===== src/rtl/mbox_pkg.sv =====
package mbox_pkg;
    typedef enum logic [2:0] {
        ACC_NONE,
        ACC_REV,
        ACC_MSG,
        ACC_FULL,
        ACC_CNT,
        ACC_STAT,
        ACC_ENSET,
        ACC_ENCLR
    } acc_kind_e;

    localparam int unsigned BASE_MSG   = 32'h040;
    localparam int unsigned BASE_FULL  = 32'h080;
    localparam int unsigned BASE_CNT   = 32'h0C0;
    localparam int unsigned BASE_USER  = 32'h104;
    localparam int unsigned USER_PITCH = 32'h010;
endpackage


===== src/rtl/mbox_decode.sv =====
module mbox_decode
    import mbox_pkg::*;
#(
    parameter int NQ  = 4,
    parameter int NU  = 3,
    parameter int AW  = 9,
    localparam int QIW = (NQ > 1) ? $clog2(NQ) : 1,
    localparam int UIW = (NU > 1) ? $clog2(NU) : 1
) (
    input  logic [AW-1:0]  addr,
    output acc_kind_e      kind,
    output logic [QIW-1:0] qsel,
    output logic [UIW-1:0] usel
);
    always_comb begin
        kind = ACC_NONE;
        qsel = '0;
        usel = '0;
        if (addr == '0) kind = ACC_REV;
        for (int m = 0; m < NQ; m++) begin
            if (addr == AW'(BASE_MSG + 4*m)) begin
                kind = ACC_MSG;  qsel = QIW'(m);
            end
            if (addr == AW'(BASE_FULL + 4*m)) begin
                kind = ACC_FULL; qsel = QIW'(m);
            end
            if (addr == AW'(BASE_CNT + 4*m)) begin
                kind = ACC_CNT;  qsel = QIW'(m);
            end
        end
        for (int u = 0; u < NU; u++) begin
            if (addr == AW'(BASE_USER + USER_PITCH*u)) begin
                kind = ACC_STAT;  usel = UIW'(u);
            end
            if (addr == AW'(BASE_USER + USER_PITCH*u + 4)) begin
                kind = ACC_ENSET; usel = UIW'(u);
            end
            if (addr == AW'(BASE_USER + USER_PITCH*u + 8)) begin
                kind = ACC_ENCLR; usel = UIW'(u);
            end
        end
    end
endmodule


===== src/rtl/mbox_fifo.sv =====
module mbox_fifo #(
    parameter int DW    = 32,
    parameter int DEPTH = 4,
    localparam int PW = (DEPTH > 1) ? $clog2(DEPTH) : 1,
    localparam int CW = $clog2(DEPTH + 1)
) (
    input  logic          clk,
    input  logic          rst_n,
    input  logic          push,
    input  logic          pop,
    input  logic [DW-1:0] wdata,
    output logic [DW-1:0] head,
    output logic [CW-1:0] count,
    output logic          full
);
    logic [DW-1:0] mem [DEPTH];
    logic [PW-1:0] wptr, rptr;
    logic          do_push, do_pop;

    assign full    = (count == CW'(DEPTH));
    assign do_push = push && !full;
    assign do_pop  = pop && (count != '0);
    assign head    = (count != '0) ? mem[rptr] : '0;

    function automatic logic [PW-1:0] bump(input logic [PW-1:0] p);
        return (p == PW'(DEPTH - 1)) ? '0 : p + 1'b1;
    endfunction

    always_ff @(posedge clk) begin
        if (!rst_n) begin
            wptr  <= '0;
            rptr  <= '0;
            count <= '0;
        end else begin
            if (do_push) wptr <= bump(wptr);
            if (do_pop)  rptr <= bump(rptr);
            count <= count + CW'(do_push) - CW'(do_pop);
        end
    end

    always_ff @(posedge clk) begin
        if (do_push) mem[wptr] <= wdata;
    end


    no_overflow_chk: assert property (@(posedge clk) disable iff (!rst_n)
        (push && full && !pop) |=> $stable(count));

    empty_pop_zero_chk: assert property (@(posedge clk) disable iff (!rst_n)
        (pop && count == '0) |-> (head == '0));
endmodule


===== src/rtl/mbox_user_irq.sv =====
module mbox_user_irq #(
    parameter int NB = 8
) (
    input  logic          clk,
    input  logic          rst_n,
    input  logic [NB-1:0] cond,
    input  logic          wr_stat,
    input  logic          wr_set,
    input  logic          wr_clr,
    input  logic [NB-1:0] wbits,
    output logic [NB-1:0] status,
    output logic [NB-1:0] enable,
    output logic          irq
);
    logic [NB-1:0] stat_clr, en_set, en_clr;

    assign stat_clr = wr_stat ? wbits : '0;
    assign en_set   = wr_set  ? wbits : '0;
    assign en_clr   = wr_clr  ? wbits : '0;

    always_ff @(posedge clk) begin
        if (!rst_n) begin
            status <= '0;
            enable <= '0;
        end else begin
            status <= (status & ~stat_clr) | cond;
            enable <= (enable | en_set) & ~en_clr;
        end
    end

    assign irq = |(status & enable);


    clear_takes_chk: assert property (@(posedge clk) disable iff (!rst_n)
        wr_stat |=> ((status & $past(wbits & ~cond)) == '0));

    enable_set_chk: assert property (@(posedge clk) disable iff (!rst_n)
        (wr_set && !wr_clr) |=> ((enable & $past(wbits)) == $past(wbits)));

    enable_clr_chk: assert property (@(posedge clk) disable iff (!rst_n)
        wr_clr |=> ((enable & $past(wbits)) == '0));
endmodule


===== src/rtl/mbox_hub.sv =====
module mbox_hub
    import mbox_pkg::*;
#(
    parameter int          NQUEUES  = 4,
    parameter int          NUSERS   = 3,
    parameter int          DEPTH    = 4,
    parameter int          AW       = 9,
    parameter logic [31:0] REVISION = 32'h0001_0000
) (
    input  logic              clk,
    input  logic              rst_n,
    input  logic [AW-1:0]     addr,
    input  logic              wr_en,
    input  logic              rd_en,
    input  logic [31:0]       wdata,
    output logic [31:0]       rdata,
    output logic [NUSERS-1:0] irq
);
    localparam int DW  = 32;
    localparam int NB  = 2 * NQUEUES;
    localparam int CW  = $clog2(DEPTH + 1);
    localparam int QIW = (NQUEUES > 1) ? $clog2(NQUEUES) : 1;
    localparam int UIW = (NUSERS > 1) ? $clog2(NUSERS) : 1;

    acc_kind_e      kind;
    logic [QIW-1:0] qsel;
    logic [UIW-1:0] usel;
    logic [DW-1:0]  qhead [NQUEUES];
    logic [CW-1:0]  qcnt  [NQUEUES];
    logic [NQUEUES-1:0] qfull;
    logic [NB-1:0]  cond;
    logic [NB-1:0]  ustat [NUSERS];
    logic [NB-1:0]  uen   [NUSERS];
    logic [DW-1:0]  rd_value;

    mbox_decode #(.NQ(NQUEUES), .NU(NUSERS), .AW(AW)) u_decode (
        .addr(addr), .kind(kind), .qsel(qsel), .usel(usel)
    );

    for (genvar m = 0; m < NQUEUES; m++) begin : g_queue
        logic hit;
        assign hit = (kind == ACC_MSG) && (qsel == QIW'(m));
        mbox_fifo #(.DW(DW), .DEPTH(DEPTH)) u_fifo (
            .clk(clk), .rst_n(rst_n),
            .push(wr_en && hit), .pop(rd_en && hit),
            .wdata(wdata), .head(qhead[m]), .count(qcnt[m]), .full(qfull[m])
        );
        assign cond[2*m]     = (qcnt[m] != '0);
        assign cond[2*m + 1] = !qfull[m];
    end

    for (genvar u = 0; u < NUSERS; u++) begin : g_user
        logic mine;
        assign mine = wr_en && (usel == UIW'(u));
        mbox_user_irq #(.NB(NB)) u_irq (
            .clk(clk), .rst_n(rst_n), .cond(cond),
            .wr_stat(mine && kind == ACC_STAT),
            .wr_set(mine && kind == ACC_ENSET),
            .wr_clr(mine && kind == ACC_ENCLR),
            .wbits(wdata[NB-1:0]),
            .status(ustat[u]), .enable(uen[u]), .irq(irq[u])
        );
        for (genvar m = 0; m < NQUEUES; m++) begin : g_evt

            msg_event_chk: assert property (@(posedge clk) disable iff (!rst_n)
                (qcnt[m] != '0) |=> ustat[u][2*m]);

            room_event_chk: assert property (@(posedge clk) disable iff (!rst_n)
                !qfull[m] |=> ustat[u][2*m + 1]);
        end
    end

    always_comb begin
        unique case (kind)
            ACC_REV:   rd_value = REVISION;
            ACC_MSG:   rd_value = qhead[qsel];
            ACC_FULL:  rd_value = DW'(qfull[qsel]);
            ACC_CNT:   rd_value = DW'(qcnt[qsel]);
            ACC_STAT:  rd_value = DW'(ustat[usel]);
            ACC_ENSET,
            ACC_ENCLR: rd_value = DW'(uen[usel]);
            default:   rd_value = '0;
        endcase
    end

    always_ff @(posedge clk) begin
        if (!rst_n) rdata <= '0;
        else        rdata <= rd_en ? rd_value : '0;
    end


    idle_rdata_chk: assert property (@(posedge clk) disable iff (!rst_n)
        !rd_en |=> (rdata == '0));
endmodule


===== config.mk =====
export PLATFORM = sky130hd
export DESIGN_NAME = mbox_hub
export DESIGN_NICKNAME = d
export VERILOG_FILES = /design/src/rtl/mbox_pkg.sv /design/src/rtl/mbox_decode.sv /design/src/rtl/mbox_fifo.sv /design/src/rtl/mbox_user_irq.sv /design/src/rtl/mbox_hub.sv
export SDC_FILE = /design/constraint.sdc
export NUM_CORES = 1
export LEC_CHECK = 0
export ABC_AREA = 1
export BUFFER_PORTS_ARGS = -buffer_cell sky130_fd_sc_hd__buf_2
export CORE_MARGIN = 5
export CORE_UTILIZATION = 50
export DETAILED_ROUTE_END_ITERATION = 10
export GPL_TIMING_DRIVEN = 0
export PLACE_DENSITY = 0.65
export SLEW_MARGIN = 20
export SYNTH_ARGS = -nofsm -noshare
export SYNTH_HDL_FRONTEND = slang
export SYNTH_SLANG_ARGS = --single-unit

===== constraint.sdc =====
create_clock -name clk -period 9.1 [get_ports clk]
set_clock_uncertainty 0.05 [all_clocks]
set_input_delay 1.82 -clock clk [delete_from_list [all_inputs] [get_ports clk]]
set_output_delay 1.82 -clock clk [all_outputs]
set_load 0.05 [all_outputs]

=== After elaboration in Yosys (flattened, before gate mapping) ===
Memories as Yosys holds them, arrays and structs flattened. A register that Yosys moved wholly into a read port is not among the register bits.
Cells that the tools add are included.

* Memories kept: 4
* Flip-flop bits (word level): 108
* Bits in writable memories: 512

* Muxes and demuxes: 89
* Reductions and logical operators: 48
* Bitwise gates (word level): 23
* Add/subtract/negate cells: 16
* Eq/ne operators: 45
* Magnitude comparators: 3

{| class="wikitable"
|+ Memory list
! name !! words !! bits a word !! rd ports !! clocked after memory_dff !! write ports !! line !! text
|-
| g_queue[0].u_fifo.mem || 4 || 32 || 1 || 1 || 1 || mbox_fifo.sv:16 || <nowiki>logic [DW-1:0] mem [DEPTH];</nowiki>
|-
| g_queue[1].u_fifo.mem || 4 || 32 || 1 || 1 || 1 || mbox_fifo.sv:16 ||
|-
| g_queue[2].u_fifo.mem || 4 || 32 || 1 || 1 || 1 || mbox_fifo.sv:16 ||
|-
| g_queue[3].u_fifo.mem || 4 || 32 || 1 || 1 || 1 || mbox_fifo.sv:16 ||
|}

{| class="wikitable"
|+ Operators by type and width
! kind !! number
|-
| $mux 32 || 6
|-
| $pmux 32 s6 || 1
|-
| $mux 8 || 13
|-
| $eq 9x9->1 const B || 9
|-
| $and 8x8->8 || 9
|-
| $eq 9x8->1 const B || 8
|-
| $mux 3 || 22
|-
| $bmux 32 s2 || 1
|-
| $mux 2 || 26
|-
| $not 8->8 || 6
|-
| $or 8x8->8 || 6
|-
| $eq 9x7->1 const B || 4
|-
| $bmux 8 s2 || 2
|-
| $logic_and 1x1->1 || 32
|-
| $eq 3x3->1 const B || 8
|-
| $reduce_or 8->1 || 3
|-
| $eq 2x2->1 const B || 11
|-
| $add 2x1->2 const B || 8
|-
| $mux 1 || 16
|-
| $add 3x1->3 || 4
|-
| $reduce_bool 3->1 || 4
|-
| $sub 3x1->3 || 4
|-
| $logic_not 9->1 || 1
|-
| $bmux 3 s2 || 1
|-
| other kinds (11) || 19
|}

=== Logic depth before layout (Yosys ltp) ===
* Depth after elaboration: 29
* Gate-level depth with buffers: 18
* Depth with buffers taken out: 17

=== Hierarchy ===
Synthesis repeated with hierarchy kept, for this count alone.

* Cells, all modules: 3020
* Area, all modules: 27929.3 µm²

{| class="wikitable"
|+ By module, submodules not included
! module !! times used !! cells each !! area each (µm²) !! sequential area each (µm²)
|-
| mbox_fifo (g_queue[1].u_fifo ...) || 3 || 569 || 5821.8 || 4023.9
|-
| mbox_fifo (g_queue[0].u_fifo) || 1 || 570 || 5825.6 || 4023.9
|-
| mbox_hub || 1 || 384 || 2343.5 || 640.6
|-
| mbox_user_irq || 3 || 100 || 675.6 || 320.3
|-
| mbox_decode || 1 || 59 || 267.8 || 0.0
|}

=== Least setup slack after synthesis ===
OpenSTA, ideal clock, no wires.

* Path type: input-to-reg
* Start point: input addr[3]
* End point: memory g_queue[3].u_fifo.mem[0][0], enable pin
* Path slack: 4.199 ns
* Data arrival time: 4.430 ns
* Path buffers: 1
* Stages on the path: 12
* Setup time: 0.421 ns
* Path through: buf_4 nand2_1 inv_2 nand2_1 nor2_1 nor2_1 nand3_2 nor2_8 nand2_4 nor2_4 nand2_1 nor2_1

* Longest elaborated chain between the ends: 29
* Elaborated cells on any way between the ends: 60

{| class="wikitable"
|+ RTL lines
! item !! line !! text
|-
| start: declaration || mbox_hub.sv:12 || <nowiki>input logic [AW-1:0] addr,</nowiki>
|-
| $logic_not 9->1 || mbox_decode.sv:19 || <nowiki>if (addr == '0) kind = ACC_REV;</nowiki>
|-
| $mux 1 || mbox_decode.sv:19 ||
|-
| $mux 2 || mbox_decode.sv:21 || <nowiki>if (addr == AW'(BASE_MSG + 4*m)) begin</nowiki>
|-
| $mux 3 || mbox_decode.sv:24 || <nowiki>if (addr == AW'(BASE_FULL + 4*m)) begin</nowiki>
|-
| $mux 3 || mbox_decode.sv:27 || <nowiki>if (addr == AW'(BASE_CNT + 4*m)) begin</nowiki>
|-
| $mux 3 || mbox_decode.sv:21 ||
|-
| $mux 3 || mbox_decode.sv:24 ||
|-
| $mux 3 || mbox_decode.sv:27 ||
|-
| [13 not listed] || -- ||
|-
| $mux 3 || mbox_decode.sv:35 || <nowiki>if (addr == AW'(BASE_USER + USER_PITCH*u + 4)) begin</nowiki>
|-
| $mux 3 || mbox_decode.sv:38 || <nowiki>if (addr == AW'(BASE_USER + USER_PITCH*u + 8)) begin</nowiki>
|-
| $eq 3x2->1 || mbox_hub.sv:42 || <nowiki>assign hit = (kind == ACC_MSG) && (qsel == QIW'(m));</nowiki>
|-
| $logic_and 1x1->1 (*) || mbox_hub.sv:42 ||
|-
| $logic_and 1x1->1 (*) || mbox_hub.sv:45 || <nowiki>.push(wr_en && hit), .pop(rd_en && hit),</nowiki>
|-
| $logic_and 1x1->1 (*) || mbox_fifo.sv:21 || <nowiki>assign do_push = push && !full;</nowiki>
|-
| $mux 1 (*) || mbox_fifo.sv:42 || <nowiki>if (do_push) mem[wptr] <= wdata;</nowiki>
|-
| $mux 1 (implied by the code) (*) || mbox_fifo.sv:42 ||
|-
| end: declaration || mbox_fifo.sv:16 ||
|}

Mark *: on every way between the ends. The rest lies on a longest branch, timed or not.

=== Worst setup path in the final report ===
* Start point: input addr[1]
* End point: register g_queue[1].u_fifo.count[2]

* Longest elaborated chain between the ends: 29
* Elaborated cells on any way between the ends: 62

{| class="wikitable"
|+ RTL lines
! item !! line !! text
|-
| $logic_not 9->1 || mbox_decode.sv:19 ||
|-
| $mux 1 || mbox_decode.sv:19 ||
|-
| $mux 2 || mbox_decode.sv:21 ||
|-
| $mux 3 || mbox_decode.sv:24 ||
|-
| $mux 3 || mbox_decode.sv:27 ||
|-
| $mux 3 || mbox_decode.sv:21 ||
|-
| $mux 3 || mbox_decode.sv:24 ||
|-
| $mux 3 || mbox_decode.sv:27 ||
|-
| [14 not listed] || -- ||
|-
| $mux 3 || mbox_decode.sv:38 ||
|-
| $eq 3x2->1 || mbox_hub.sv:42 ||
|-
| $logic_and 1x1->1 (*) || mbox_hub.sv:42 ||
|-
| $logic_and 1x1->1 (*) || mbox_hub.sv:45 ||
|-
| $logic_and 1x1->1 (*) || mbox_fifo.sv:21 ||
|-
| via g_queue[1].u_fifo.do_push || mbox_fifo.sv:18 || <nowiki>logic do_push, do_pop;</nowiki>
|-
| $add 3x1->3 (*) || mbox_fifo.sv:37 || <nowiki>count <= count + CW'(do_push) - CW'(do_pop);</nowiki>
|-
| $sub 3x1->3 (*) || mbox_fifo.sv:37 ||
|-
| end signal: assignment || mbox_fifo.sv:37 ||
|-
| end: declaration || mbox_fifo.sv:13 || <nowiki>output logic [CW-1:0] count,</nowiki>
|}

Mark *: on every way through the listed nets, which the timed path passes. The rest lies on a longest branch.
A chain may end at the register's enable or synchronous reset.

==> run metrics <==
run status=complete, no violations; CP dominant cell by count=buf_2; max cap viols=0; router iterations before antenna repair=5; Mapped Avg Cell Area=11.03 um^2; first-pass GRT wire length=between 100 and 150 mm; Top FF cell, synth=edfxtp_1; part of the power in registers=0.534; Critical Path AT=around 4.7 ns; Core ar.=0.05224 mm^2; ANT cells=0; Worst R2R Setup Slack=6.03 ns; post-synth top area cell=edfxtp_1; Crit. End Element=register; Worst Path Class, Setup=input port to register; final setup violation count=0; Post-synth EDFFs=approximately 500; reg2reg end=g_queue[0].u_fifo.count[2]$_SDFF_PN0_; Critical-path top delay cell=fa_1; CTS tree=done; Clock Power Share=0.445; Critical Path Start Type=input port; part of the power in combinational logic=0.021; pwr/cell area=roughly 190 mW/mm^2; register area share after synthesis=0.6749; Non-Filler Instances=3279; P_leak=between 10 and 15 nW; Clock transition at path regs=0.06 ns; Buf+Inv Stages, Crit Path=6; dpl hpwl=roughly 53 mm; DR iter-0 viols=2031; Sink Count=roughly 630; vias per inst=5.809; die area=0.05712 mm^2; post-cts hold buffer count=0; critical path depth in cells=14; count leader, synth=edfxtp_1; Sw Share=0.2102; All-Layer GR Usage=0.2621; Tmin final=between 4 and 5 ns; final hold violations=0; DR DRC count=0; CP Data Required Time=9.53 ns; Die W=between 200 and 250 um; Bufs on Longest Clock Path=3; Synthesis Warnings=0; total gr overflow=0; Max Clock Freq=0.2326 GHz; Worst Max-Slew Pin Slew=0.9911 ns; origin of the critical flop-to-flop path=g_queue[0].u_fifo.count[1]$_SDFF_PN0_; Starting Density=0.5020; top cells by area, synth=edfxtp_1 (59%), dfxtp_1 (8.9%), nand2_1 (6.9%), a21oi_1 (4.4%), nand3_1 (4.2%); DP Cell Count=3159; Clock Latency Late Sink=around 0.6 ns; internal power=4.598 mW; Total Wirelength=75.71 mm; CTS H-tree lvls=3; DP Area=0.02800 mm^2; switching pwr=1.224 mW; FF-to-FF path depth=11; die height=between 200 and 250 um; Yosys top cell area share=0.5864; RSZ-0062 raised after global routing=false; cells after synthesis=2377; Async SR Flop Fraction=0; Top Ports=80; Synth-to-Final Area Change=14.61%; final worst path period share=0.4725; CP Max Fanout=10; cell area after synthesis=approximately 0.026 mm^2; Final nets=about 2.6k; Crit path max-delay family=buffers and inverters; #FFs+latches synth=roughly 630; clk root buf=clkbuf_16; worst hold slack=0.4275 ns; Overall Power=~5.8 mW; pin count of the biggest net entering global routing=24; initial antenna violation count=1; total CTS buffers=66; most frequent cells after synthesis=edfxtp_1 (512), nand2_1 (485), a21oi_1 (229); worst min-delay path class=register to register; post-route ant nets=0; Slew headroom=0.3342; setup TNS=0 ns; Max Slew Vio Count=0; hold worst-path end=g_user[1].u_irq.enable[4]$_SDFF_PN0_; Routed WL per cell=23.09 um; layout cells sized above 1=0.1123; vias in the first global route=between 15k and 20k; Vias=19.05k; Finished Cell Area=0.03005 mm^2; post-CTS sizing=0; post-synth net total=approximately 2.5k; routability cong.=around 0.92; CP max stage delay=0.40 ns; worst vdd ir=0.1744 mV; unique cell type count in the Yosys netlist=47; Port Buf Inserts=77; # rows=84; worst path cell trace=buf_2, nor2_2, buf_4, nand2_1, nor2_1, buf_2, buf_2, nand3_2, inv_1, ha_1, inv_1, fa_1, o21ai_0, a21oi_1; origin of the worst min-delay path=g_user[1].u_irq.enable[4]$_SDFF_PN0_; Post-CTS Setup Bufs=0; worst hold stages=2
## placed cells by master (no fill, tap or decap), types with 22 or more instances in the layout
| cell | netlist | layout |
|---|---|---|
| a21oi_1 | 229 | 229 |
| ha_1 | 24 | 24 |
| clkbuf_16 | 0 | 68 |
| dfxtp_1 | 116 | 116 |
| clkbuf_1 | 76 | 97 |
| nand2_1 | 485 | 485 |
| o21ai_0 | 139 | 139 |
| a221o_1 | 31 | 31 |
| edfxtp_1 | 512 | 512 |
| nand3_1 | 221 | 221 |
| o22ai_1 | 22 | 22 |
| inv_1 | 161 | 161 |
| nor2_1 | 144 | 128 |
| buf_2 | 27 | 104 |
## worst min-delay path, cell delays in order (launching register included)
cell	delay (ns)
dfxtp_1	0.33
inv_1	0.06
a21oi_1	0.05
## worst max-delay path by stage
stage / start / end
after floorplan: addr[3] / g_queue[3].u_fifo.mem[0][0]$_DFFE_PP_
after global routing: addr[1] / g_queue[1].u_fifo.mem[0][15]$_DFFE_PP_
after CTS: addr[1] / g_queue[1].u_fifo.mem[2][28]$_DFFE_PP_
after global placement: addr[1] / g_queue[1].u_fifo.mem[2][25]$_DFFE_PP_
final: addr[1] / g_queue[1].u_fifo.count[2]$_SDFF_PN0_
after detailed placement: addr[1] / g_queue[1].u_fifo.mem[2][25]$_DFFE_PP_
## routing by layer
metal,track usage,routed length [um],vias to the layer above
met5,0,0,-
met4,0.1044,3246,0
met3,0.04384,5347,160
met2,0.4269,36200,800
met1,0.3552,30920,9375
li1,-,-,8714
## power by group through the flow
stage                     clock, mW  sequential [mW]  combinational (mW)
after floorplan                   0             3.17              0.0432
after global placement            0             3.17               0.116
final                          2.59             3.11               0.122
after CTS                      2.62             3.11               0.121
after global routing           2.75             3.11               0.130
after detailed placement          0             3.17               0.121
## state kept, by name, summed over array words and instances (netlist names), named ones only
| name | flops |
|---|---|
| g_queue.u_fifo.rptr | 8 |
| rdata | 32 |
| g_queue.u_fifo.wptr | 8 |
| g_user.u_irq.status | 24 |
| g_user.u_irq.enable | 24 |
| g_queue.u_fifo.count | 12 |
| g_queue.u_fifo.mem | 512 |
## area by class of cell
cell class	count	area [um^2]
Buffer	131	574.3
Clock buffer	92	1822
Clock inverter	28	227.7
Fill cell	4311	22180
Inverter	179	671.9
Multi-Input combinational cell	1439	7402
Sequential cell	628	17700
Tap cell	688	860.8
Timing Repair Buffer	94	795.8
## stage by stage
step / utilization / worst slack, ns
after floorplan: - / 4.199
final: 0.5753 / 4.801
after detailed placement: 0.5361 / 4.235
after global routing: 0.5753 / 4.727
after global placement: 0.5258 / 2.606
after CTS: 0.5753 / 4.872
## kinds of logic (layout without fill, tap and decap cells)
logic type | count (synthesis) | after routing | share of synthesized area
flip-flops | 628 | 628 | 0.6749
AO/OA/AOI/OAI | 496 | 496 | 0.1103
AND/OR/NAND/NOR | 908 | 908 | 0.1504
XOR/XNOR | 7 | 7 | 0.002338
buffers and inverters | 310 | 524 | 0.04753
adder cells (fa/ha/maj) | 28 | 28 | 0.01451
Note: power is estimated with default switching activity, not from simulation.
